### src/rtl/alu_flag_pkg.sv
package alu_flag_pkg;
  localparam int FLAG_W    = 8;
  localparam int NUM_SIZES = 4;
  localparam int SIZE_W    = $clog2(NUM_SIZES);

  // Flag word layout
  localparam int CF_POS  = 0;
  localparam int PF_POS  = 1;
  localparam int AF_POS  = 2;
  localparam int ZF_POS  = 3;
  localparam int SF_POS  = 4;
  localparam int OF_POS  = 5;
  localparam int ECF_POS = 6;
  localparam int EZF_POS = 7;

  typedef struct packed {
    logic                 load;
    logic                 clear;
    logic [NUM_SIZES-1:0] widthSel;
  } flag_ctrl_t;
endpackage

### src/rtl/alu_flag_ctrl.sv
module alu_flag_ctrl
  import alu_flag_pkg::*;
(
  input  logic              rst,
  input  logic              valid,
  input  logic [SIZE_W-1:0] sizeSel,
  output flag_ctrl_t        ctrl
);
  always_comb begin
    ctrl.clear    = rst;
    ctrl.load     = valid & ~rst;   // reset wins over valid
    ctrl.widthSel = '0;
    for (int i = 0; i < NUM_SIZES; i++) begin
      ctrl.widthSel[i] = (sizeSel == SIZE_W'(i)); // size decode
    end
  end
endmodule

### src/rtl/alu_flag_dp.sv
module alu_flag_dp
  import alu_flag_pkg::*;
#(
  parameter int DATA_W = 64
) (
  input  logic              clk,
  input  flag_ctrl_t        ctrl,
  input  logic              subtract,
  input  logic [FLAG_W-1:0] flagMask,
  input  logic [FLAG_W-1:0] oldFlags,
  input  logic [DATA_W-1:0] src1,
  input  logic [DATA_W-1:0] src2,
  input  logic [DATA_W-1:0] dest,
  output logic [FLAG_W-1:0] flagsOut
);
  logic [NUM_SIZES-1:0] carryW, zeroW, signW, ovfW;

  // One flag slice per supported operand width
  for (genvar i = 0; i < NUM_SIZES; i++) begin : g_width
    localparam int W = 8 << i;
    if (W <= DATA_W) begin : g_on
      logic aTop, bTop, dTop;
      assign aTop = src1[W-1];
      assign bTop = src2[W-1];
      assign dTop = dest[W-1];
      assign carryW[i] = (aTop & bTop) | ((aTop | bTop) & ~dTop);
      assign zeroW[i]  = (dest[W-1:0] == '0);
      assign signW[i]  = dTop;
      assign ovfW[i]   = (aTop ~^ bTop) & (dTop ^ aTop);
    end else begin : g_off
      assign carryW[i] = 1'b0;
      assign zeroW[i]  = 1'b0;
      assign signW[i]  = 1'b0;
      assign ovfW[i]   = 1'b0;
    end
  end

  logic carrySel, zeroSel, signSel, ovfSel, nibCarry, parityEven;
  logic [FLAG_W-1:0] fresh, nextFlags;

  always_comb begin
    carrySel = 1'b0;
    zeroSel  = 1'b0;
    signSel  = 1'b0;
    ovfSel   = 1'b0;
    for (int i = 0; i < NUM_SIZES; i++) begin
      carrySel |= ctrl.widthSel[i] & carryW[i];
      zeroSel  |= ctrl.widthSel[i] & zeroW[i];
      signSel  |= ctrl.widthSel[i] & signW[i];
      ovfSel   |= ctrl.widthSel[i] & ovfW[i];
    end
    nibCarry   = src1[4] ^ src2[4] ^ dest[4];
    parityEven = ~^dest[7:0];

    fresh          = '0;
    fresh[CF_POS]  = carrySel ^ subtract;
    fresh[PF_POS]  = parityEven;
    fresh[AF_POS]  = nibCarry ^ subtract;
    fresh[ZF_POS]  = zeroSel;
    fresh[SF_POS]  = signSel;
    fresh[OF_POS]  = ovfSel;
    fresh[ECF_POS] = carrySel;
    fresh[EZF_POS] = zeroSel;

    nextFlags = (oldFlags & ~flagMask) | (fresh & flagMask);
  end

  always_ff @(posedge clk) begin
    if (ctrl.clear)     flagsOut <= '0;
    else if (ctrl.load) flagsOut <= nextFlags;
  end

  // unmasked bits come straight from the old word
  a_r1_unmasked_hold: assert property (@(posedge clk) disable iff (ctrl.clear)
    ctrl.load |=> (((flagsOut ^ $past(oldFlags)) & ~$past(flagMask)) == '0));

  // no strobe, no change
  a_r9_hold_idle: assert property (@(posedge clk) disable iff (ctrl.clear)
    !ctrl.load |=> $stable(flagsOut));

  // emulation carry tracks carry on an add
  a_r4_ecf_add: assert property (@(posedge clk) disable iff (ctrl.clear)
    (ctrl.load && !subtract && flagMask[CF_POS] && flagMask[ECF_POS])
      |=> (flagsOut[CF_POS] == flagsOut[ECF_POS]));

  // on a subtract carry is the inverse of emulation carry
  a_r2_borrow_invert: assert property (@(posedge clk) disable iff (ctrl.clear)
    (ctrl.load && subtract && flagMask[CF_POS] && flagMask[ECF_POS])
      |=> (flagsOut[CF_POS] != flagsOut[ECF_POS]));

  // both zero flags agree
  a_r5_zero_pair: assert property (@(posedge clk) disable iff (ctrl.clear)
    (ctrl.load && flagMask[ZF_POS] && flagMask[EZF_POS])
      |=> (flagsOut[ZF_POS] == flagsOut[EZF_POS]));

  // reset clears the word
  a_r10_reset_clear: assert property (@(posedge clk)
    ctrl.clear |=> (flagsOut == '0));
endmodule

### src/rtl/alu_flag_gen.sv
module alu_flag_gen
  import alu_flag_pkg::*;
#(
  parameter int DATA_W = 64
) (
  input  logic              clk,
  input  logic              rst,
  input  logic              valid,
  input  logic [1:0]        sizeSel,
  input  logic              subtract,
  input  logic [7:0]        flagMask,
  input  logic [7:0]        oldFlags,
  input  logic [DATA_W-1:0] src1,
  input  logic [DATA_W-1:0] src2,
  input  logic [DATA_W-1:0] dest,
  output logic [7:0]        flagsOut
);
  flag_ctrl_t ctrl;

  alu_flag_ctrl ctrl_i (
    .rst     (rst),
    .valid   (valid),
    .sizeSel (sizeSel),
    .ctrl    (ctrl)
  );

  alu_flag_dp #(.DATA_W(DATA_W)) dp_i (
    .clk      (clk),
    .ctrl     (ctrl),
    .subtract (subtract),
    .flagMask (flagMask),
    .oldFlags (oldFlags),
    .src1     (src1),
    .src2     (src2),
    .dest     (dest),
    .flagsOut (flagsOut)
  );
endmodule

### config.mk
export PLATFORM = sky130hd
export DESIGN_NAME = alu_flag_gen
export DESIGN_NICKNAME = d
export VERILOG_FILES = /design/src/rtl/alu_flag_pkg.sv /design/src/rtl/alu_flag_ctrl.sv /design/src/rtl/alu_flag_dp.sv /design/src/rtl/alu_flag_gen.sv
export SDC_FILE = /design/constraint.sdc
export NUM_CORES = 1
export LEC_CHECK = 0
export BUFFER_PORTS_ARGS = -buffer_cell sky130_fd_sc_hd__buf_2
export CORE_AREA = 2 2 87 89
export DETAILED_ROUTE_END_ITERATION = 10
export DIE_AREA = 0 0 89 91
export GPL_ROUTABILITY_DRIVEN = 0
export GPL_TIMING_DRIVEN = 1
export HOLD_SLACK_MARGIN = 0.1
export PLACE_DENSITY_LB_ADDON = 0.1
export SYNTH_ARGS = -nofsm -noshare
export SYNTH_HDL_FRONTEND = slang
export SYNTH_SLANG_ARGS = --single-unit
### constraint.sdc
create_clock -name clk -period 3.25 [get_ports clk]
set_input_delay 0.65 -clock clk [delete_from_list [all_inputs] [get_ports clk]]
set_output_delay 0.65 -clock clk [all_outputs]
set_load 0.02 [all_outputs]
## Word-level counts from Yosys, hierarchy flattened

Index checks and enable logic that the tools add are counted.

| storage, ports and cells | value |
|---|---|
| register bits after elaboration | 8 |
| bits in latches | 0 |
| memory bits (writable) | 0 |
| bits in read-only memories | 0 |
| input port bits | 214 |
| logic and storage cells | 80 |
| memories | 0 |

| cells by class | value |
|---|---|
| add/sub/neg operators | 0 |
| $mul | 0 |
| div/mod/pow operators | 0 |
| magnitude comparators | 0 |
| eq/ne operators | 3 |
| shift operators | 0 |
| multiplexer cells | 0 |
| bitwise operators | 70 |
| reduce and logical (&&, ||, !) cells | 6 |

Operators with widths:

| cell | number |
|---|---|
| $logic_not A64 Y1 | 1 |
| $logic_not A32 Y1 | 1 |
| $and A1 B1 Y1 | 29 |
| $or A1 B1 Y1 | 20 |
| $and A8 B8 Y8 | 2 |
| $logic_not A16 Y1 | 1 |
| $logic_not A8 Y1 | 1 |
| $not A8 Y8 | 1 |
| $or A8 B8 Y8 | 1 |
| $reduce_xnor A8 Y1 | 1 |
| $xor A1 B1 Y1 | 8 |
| $not A1 Y1 | 5 |
| $eq A2 B2 Y1 const B | 2 |
| $xnor A1 B1 Y1 | 4 |
| $eq A2 B1 Y1 const B | 1 |
| $logic_not A2 Y1 | 1 |

## Depth between registers and ports, before layout

| logic depth | value |
|---|---|
| depth in word-level cells | 10 |
| depth in mapped cells | 7 |
| mapped depth without buffers | 7 |

## Hierarchy

Synthesis repeated with hierarchy kept, for this count alone.

| second synthesis, totals | value |
|---|---|
| cell total of the unflattened synthesis | 130 |
| area total of the unflattened synthesis | 985.9 um^2 |

Modules (own cells, without submodules):

| module | instances | cells each | area each (um^2) |
|---|---|---|---|
| alu_flag_dp | 1 | 124 | 945.9 |
| alu_flag_ctrl | 1 | 6 | 40.0 |

## Least setup slack after synthesis

OpenSTA, ideal clock, no wires.

| timing | value |
|---|---|
| path kind | input -> register |
| start point | input src1[31] |
| end point | register dp_i.flagsOut[6] |
| library setup time | 0.124 ns |
| arrival | 1.857 ns |
| data required time | 3.126 ns |
| slack | 1.269 ns |
| cell stages on the path | 6 |
| cells stage by stage | ha_1 > o21bai_1 > mux4_2 > mux2_2 > mux2i_1 > nor2_1 |

| between the ends | value |
|---|---|
| cells in the longest elaborated chain, start to end | 8 |
| elaborated cells between the ends (all ways) | 9 |
| classes of those cells | 9 x bitwise |

Ends and longest elaborated chain:

| item | line | text |
|---|---|---|
| from (decl) | alu_flag_gen.sv:13 | `input logic [DATA_W-1:0] src1,` |
| $or A1 B1 Y1 | alu_flag_dp.sv:26 | `assign carryW[i] = (aTop & bTop) \| ((aTop \| bTop) & ~dTop);` |
| $and A1 B1 Y1 | alu_flag_dp.sv:26 |  |
| $or A1 B1 Y1 * | alu_flag_dp.sv:26 |  |
| $and A1 B1 Y1 * | alu_flag_dp.sv:47 | `carrySel \|= ctrl.widthSel[i] & carryW[i];` |
| $or A1 B1 Y1 * (2 in a row) | alu_flag_dp.sv:47 |  |
| $and A8 B8 Y8 * | alu_flag_dp.sv:65 | `nextFlags = (oldFlags & ~flagMask) \| (fresh & flagMask);` |
| $or A8 B8 Y8 * | alu_flag_dp.sv:65 |  |
| to (signal assigned) | alu_flag_dp.sv:70 | `else if (ctrl.load) flagsOut <= nextFlags;` |
| to (decl) | alu_flag_dp.sv:14 | `output logic [FLAG_W-1:0] flagsOut` |

Mark *: on every way between the ends. The rest lies on a longest branch, timed or not.
A chain may end at the register's enable or synchronous reset.

## Worst setup path after layout

| timing | value |
|---|---|
| start point | input src1[15] |
| end point | register dp_i.flagsOut[6] |

| between the ends | value |
|---|---|
| cells in the longest elaborated chain, start to end | 9 |
| elaborated cells between the ends (all ways) | 10 |
| classes of those cells | 10 x bitwise |

Ends and longest elaborated chain:

| item | line |
|---|---|
| $or A1 B1 Y1 | alu_flag_dp.sv:26 |
| $and A1 B1 Y1 | alu_flag_dp.sv:26 |
| $or A1 B1 Y1 * | alu_flag_dp.sv:26 |
| $and A1 B1 Y1 * | alu_flag_dp.sv:47 |
| $or A1 B1 Y1 * (3 in a row) | alu_flag_dp.sv:47 |
| $and A8 B8 Y8 * | alu_flag_dp.sv:65 |
| $or A8 B8 Y8 * | alu_flag_dp.sv:65 |

Marked as above.

==> flow_metrics.env <==
export IMPL_status="finished, final reports clean"
export IMPL_drc=0
export IMPL_rsz0062_at_grt="false"
export IMPL_cts_sinks=8
export IMPL_numPortBuffers=103
export IMPL_ys_seq_elements=8
export IMPL_cp_end_kind="register"
export IMPL_holdPathStages=2
export IMPL_grt_antenna_before_repair=0
export IMPL_grtUsageTotal_pct=7.921
export IMPL_viasPerCell=3.763
export IMPL_multi_input_area_um2=729.5
export IMPL_yosysUniqueCellTypes=31
export IMPL_synthTopCellsByCount="inv_1 (18), ha_1 (12), nor2_1 (10), xnor2_1 (10), nor4_1 (9)"
export IMPL_fp_dieH_um=91
export IMPL_syn_inst=114
export IMPL_grt_max_degree=15
export IMPL_reg2reg_from="dp_i.flagsOut[7]"
export IMPL_rr_worst_depth=2
export IMPL_fmax_ghz=0.5028
export IMPL_drtIter0Drc=7
export IMPL_cp_required_ns=3.36
export IMPL_seqPwrFrac_pct=28.0
export IMPL_hold_viol_final=0
export IMPL_synth_ff_type="dfxtp_1"
export IMPL_ctsResizeCount=0
export IMPL_yosysWarnings=0
export IMPL_die_w_um=89
export IMPL_grt_pass1_wl_mm=5.071
export IMPL_power_frac_comb_pct=42.3
export IMPL_n_fill_cell=841
export IMPL_yosys_cell_count_top_type="inv_1"
export IMPL_tns_ns=0
export IMPL_cts_buffers=3
export IMPL_top_register="dp_i.flagsOut"
export IMPL_syn_to_final_growth_pct=69.78
export IMPL_path_class="in -> reg"
export IMPL_reg2reg_slack_ns=2.55
export IMPL_num_nets_final=446
export IMPL_dieArea_um2=8099
export IMPL_ant_nets=0
export IMPL_largest_register_ff_count=8
export IMPL_cts_tree="done"
export IMPL_final_util_pct=22.95
export IMPL_path_max_fanout=3
export IMPL_arrival_ns=2.10
export IMPL_cts_root_buf="clkbuf_8"
export IMPL_synth_top_cell_by_area="dfxtp_1"
export IMPL_firstDrtPassIters=4
export IMPL_maxCapViolCount=0
export IMPL_cts_hold_buffers=0
export IMPL_p_per_area_nw_per_um2=241.2
export IMPL_wl_per_cell_um=10.76
export IMPL_cts_max_path_buffers=2
export IMPL_hp_class="reg -> reg"
export IMPL_r2r_end="dp_i.flagsOut[7]"
export IMPL_synth_area_per_cell_um2=8.462
export IMPL_diodes=0
export IMPL_fin_crit_ns=1.989
export IMPL_post_cts_buffers=0
export IMPL_relSlewSlack_pct=72.82
export IMPL_io_pins=222
export IMPL_fp_row_count=31
export IMPL_p_int_mw=0.2763
export IMPL_h_tree_depth=1
export IMPL_slew_violations=0
export IMPL_wl_mm=3.412
export IMPL_synth_edf_count=0
export IMPL_cp_start_kind="primary input"
export IMPL_min_from="dp_i.flagsOut[6]"
export IMPL_setup_viol=0
export IMPL_top_regs="dp_i.flagsOut x8"
export IMPL_synth_seq_area_share_pct=16.60
export IMPL_fin_worst_skew_ns=0
export IMPL_synth_area_um2=964.7
export IMPL_switching_share_pct=30.04
export IMPL_synthTopCellsByArea="dfxtp_1 (17%), ha_1 (16%), xnor2_1 (9.1%)"
export IMPL_place_hpwl_mm=3.166
export IMPL_finalCritPeriodShare_pct=61.20
export IMPL_leakage_nw=0.8438
export IMPL_irDropWorstVdd_mv=0.1006
export IMPL_p_switching_mw=0.1187
export IMPL_drive_above_1_share_pct=51.38
export IMPL_hold_path_end="dp_i.flagsOut[6]"
export IMPL_clockPowerShare_pct=29.8
export IMPL_clk_pin_slew_worst_paths_ns=0.04
export IMPL_grt_pass1_vias=1172
export IMPL_yosysTopAreaCellShare_pct=16.60
export IMPL_via_count=1193
export IMPL_synthArstFlopShare_pct=0
export IMPL_overflow=0
export IMPL_syn_nets=340
export IMPL_seq_area_um2=160.2
export IMPL_worstMarginPinSlew_ns=0.4042
export IMPL_clock_latency_ns=0.22
export IMPL_core_area_um2=7137
export IMPL_initial_core_util_pct=13.52
## layout by cell type (no fill, tap or decap), types with 2 or more instances in the layout
cell type / netlist / final
buf_2: 0 / 103
inv_1: 18 / 18
ha_1: 12 / 12
nor2_1: 10 / 10
xnor2_1: 10 / 10
nor4_1: 9 / 9
dfxtp_1: 8 / 8
mux2i_1: 5 / 5
nand4_1: 4 / 4
o21bai_1: 4 / 4
nand2b_1: 3 / 3
nor4_2: 3 / 3
a311oi_1: 3 / 3
a211oi_1: 3 / 3
clkbuf_8: 0 / 3
nand2_1: 2 / 2
a21oi_1: 2 / 2
nor3_1: 2 / 2
o311ai_1: 2 / 2
## stage by stage
step / std cells / power [mW] / hold WS (ns) / area, um^2 / setup WS [ns]
finish: 317 / 0.3950 / 0.4856 / 1638 / 1.261
detailed placement: 314 / 0.2823 / 0.4839 / 1597 / 1.020
CTS: 317 / 0.4039 / 0.4940 / 1638 / 1.255
global route: 317 / 0.4291 / 0.5162 / 1638 / 1.184
global placement: 314 / 0.2824 / 0.4788 / 1597 / 1.005
floorplan: 114 / 0.1916 / 0.5683 / 964.7 / 1.269
## cell type report
class,count,area share (%)
Clock buffer,3,2.521
Inverter,18,4.125
Multi-Input combinational cell,86,44.54
Sequential cell,8,9.778
Tap cell,99,7.563
Timing Repair Buffer,103,31.47
## layer usage
layer	global-route usage [%]	up-vias	routed length (um)
li1	-	630	-
met3	1.727	4	344
met4	1.866	0	31
met5	0	-	0
met1	9.539	495	1415
met2	14.05	64	1621
## how the worst max path moves through the flow
stage,slack (ns),to,startpoint,depth (start not counted)
floorplan,1.27,dp_i.flagsOut[6],src1[31],6
global placement,1.00,dp_i.flagsOut[6],src1[15],7
detailed placement,1.02,dp_i.flagsOut[6],src1[15],7
CTS,1.25,dp_i.flagsOut[6],src1[15],7
global route,1.18,dp_i.flagsOut[0],src1[15],7
finish,1.26,dp_i.flagsOut[6],src1[15],7
## worst max-delay path, stage by stage
cell and delay, ns:
buf_2 0.12, ha_1 0.18, o21bai_1 0.17, mux4_2 0.52
mux2_2 0.28, mux2i_1 0.13, nor2_1 0.05
## cells by family after synthesis
| group | count (synthesis) | share of synthesized area, % |
|---|---|---|
| compound gates | 17 | 13.10 |
| buf+inv | 20 | 7.781 |
| mux | 8 | 11.41 |
| xor+xnor | 11 | 9.987 |
| flops | 8 | 16.60 |
| fa+ha+maj | 12 | 15.56 |
| simple gates | 38 | 25.55 |
## power by group through the flow
stage	registers [mW]	clock network, mW	logic [mW]
after floorplan	0.122	0	0.0694
after CTS	0.111	0.122	0.171
after global routing	0.111	0.130	0.188
after global placement	0.112	0	0.170
after detailed placement	0.112	0	0.170
final	0.110	0.118	0.167
Note: power is estimated with default switching activity, not from simulation.
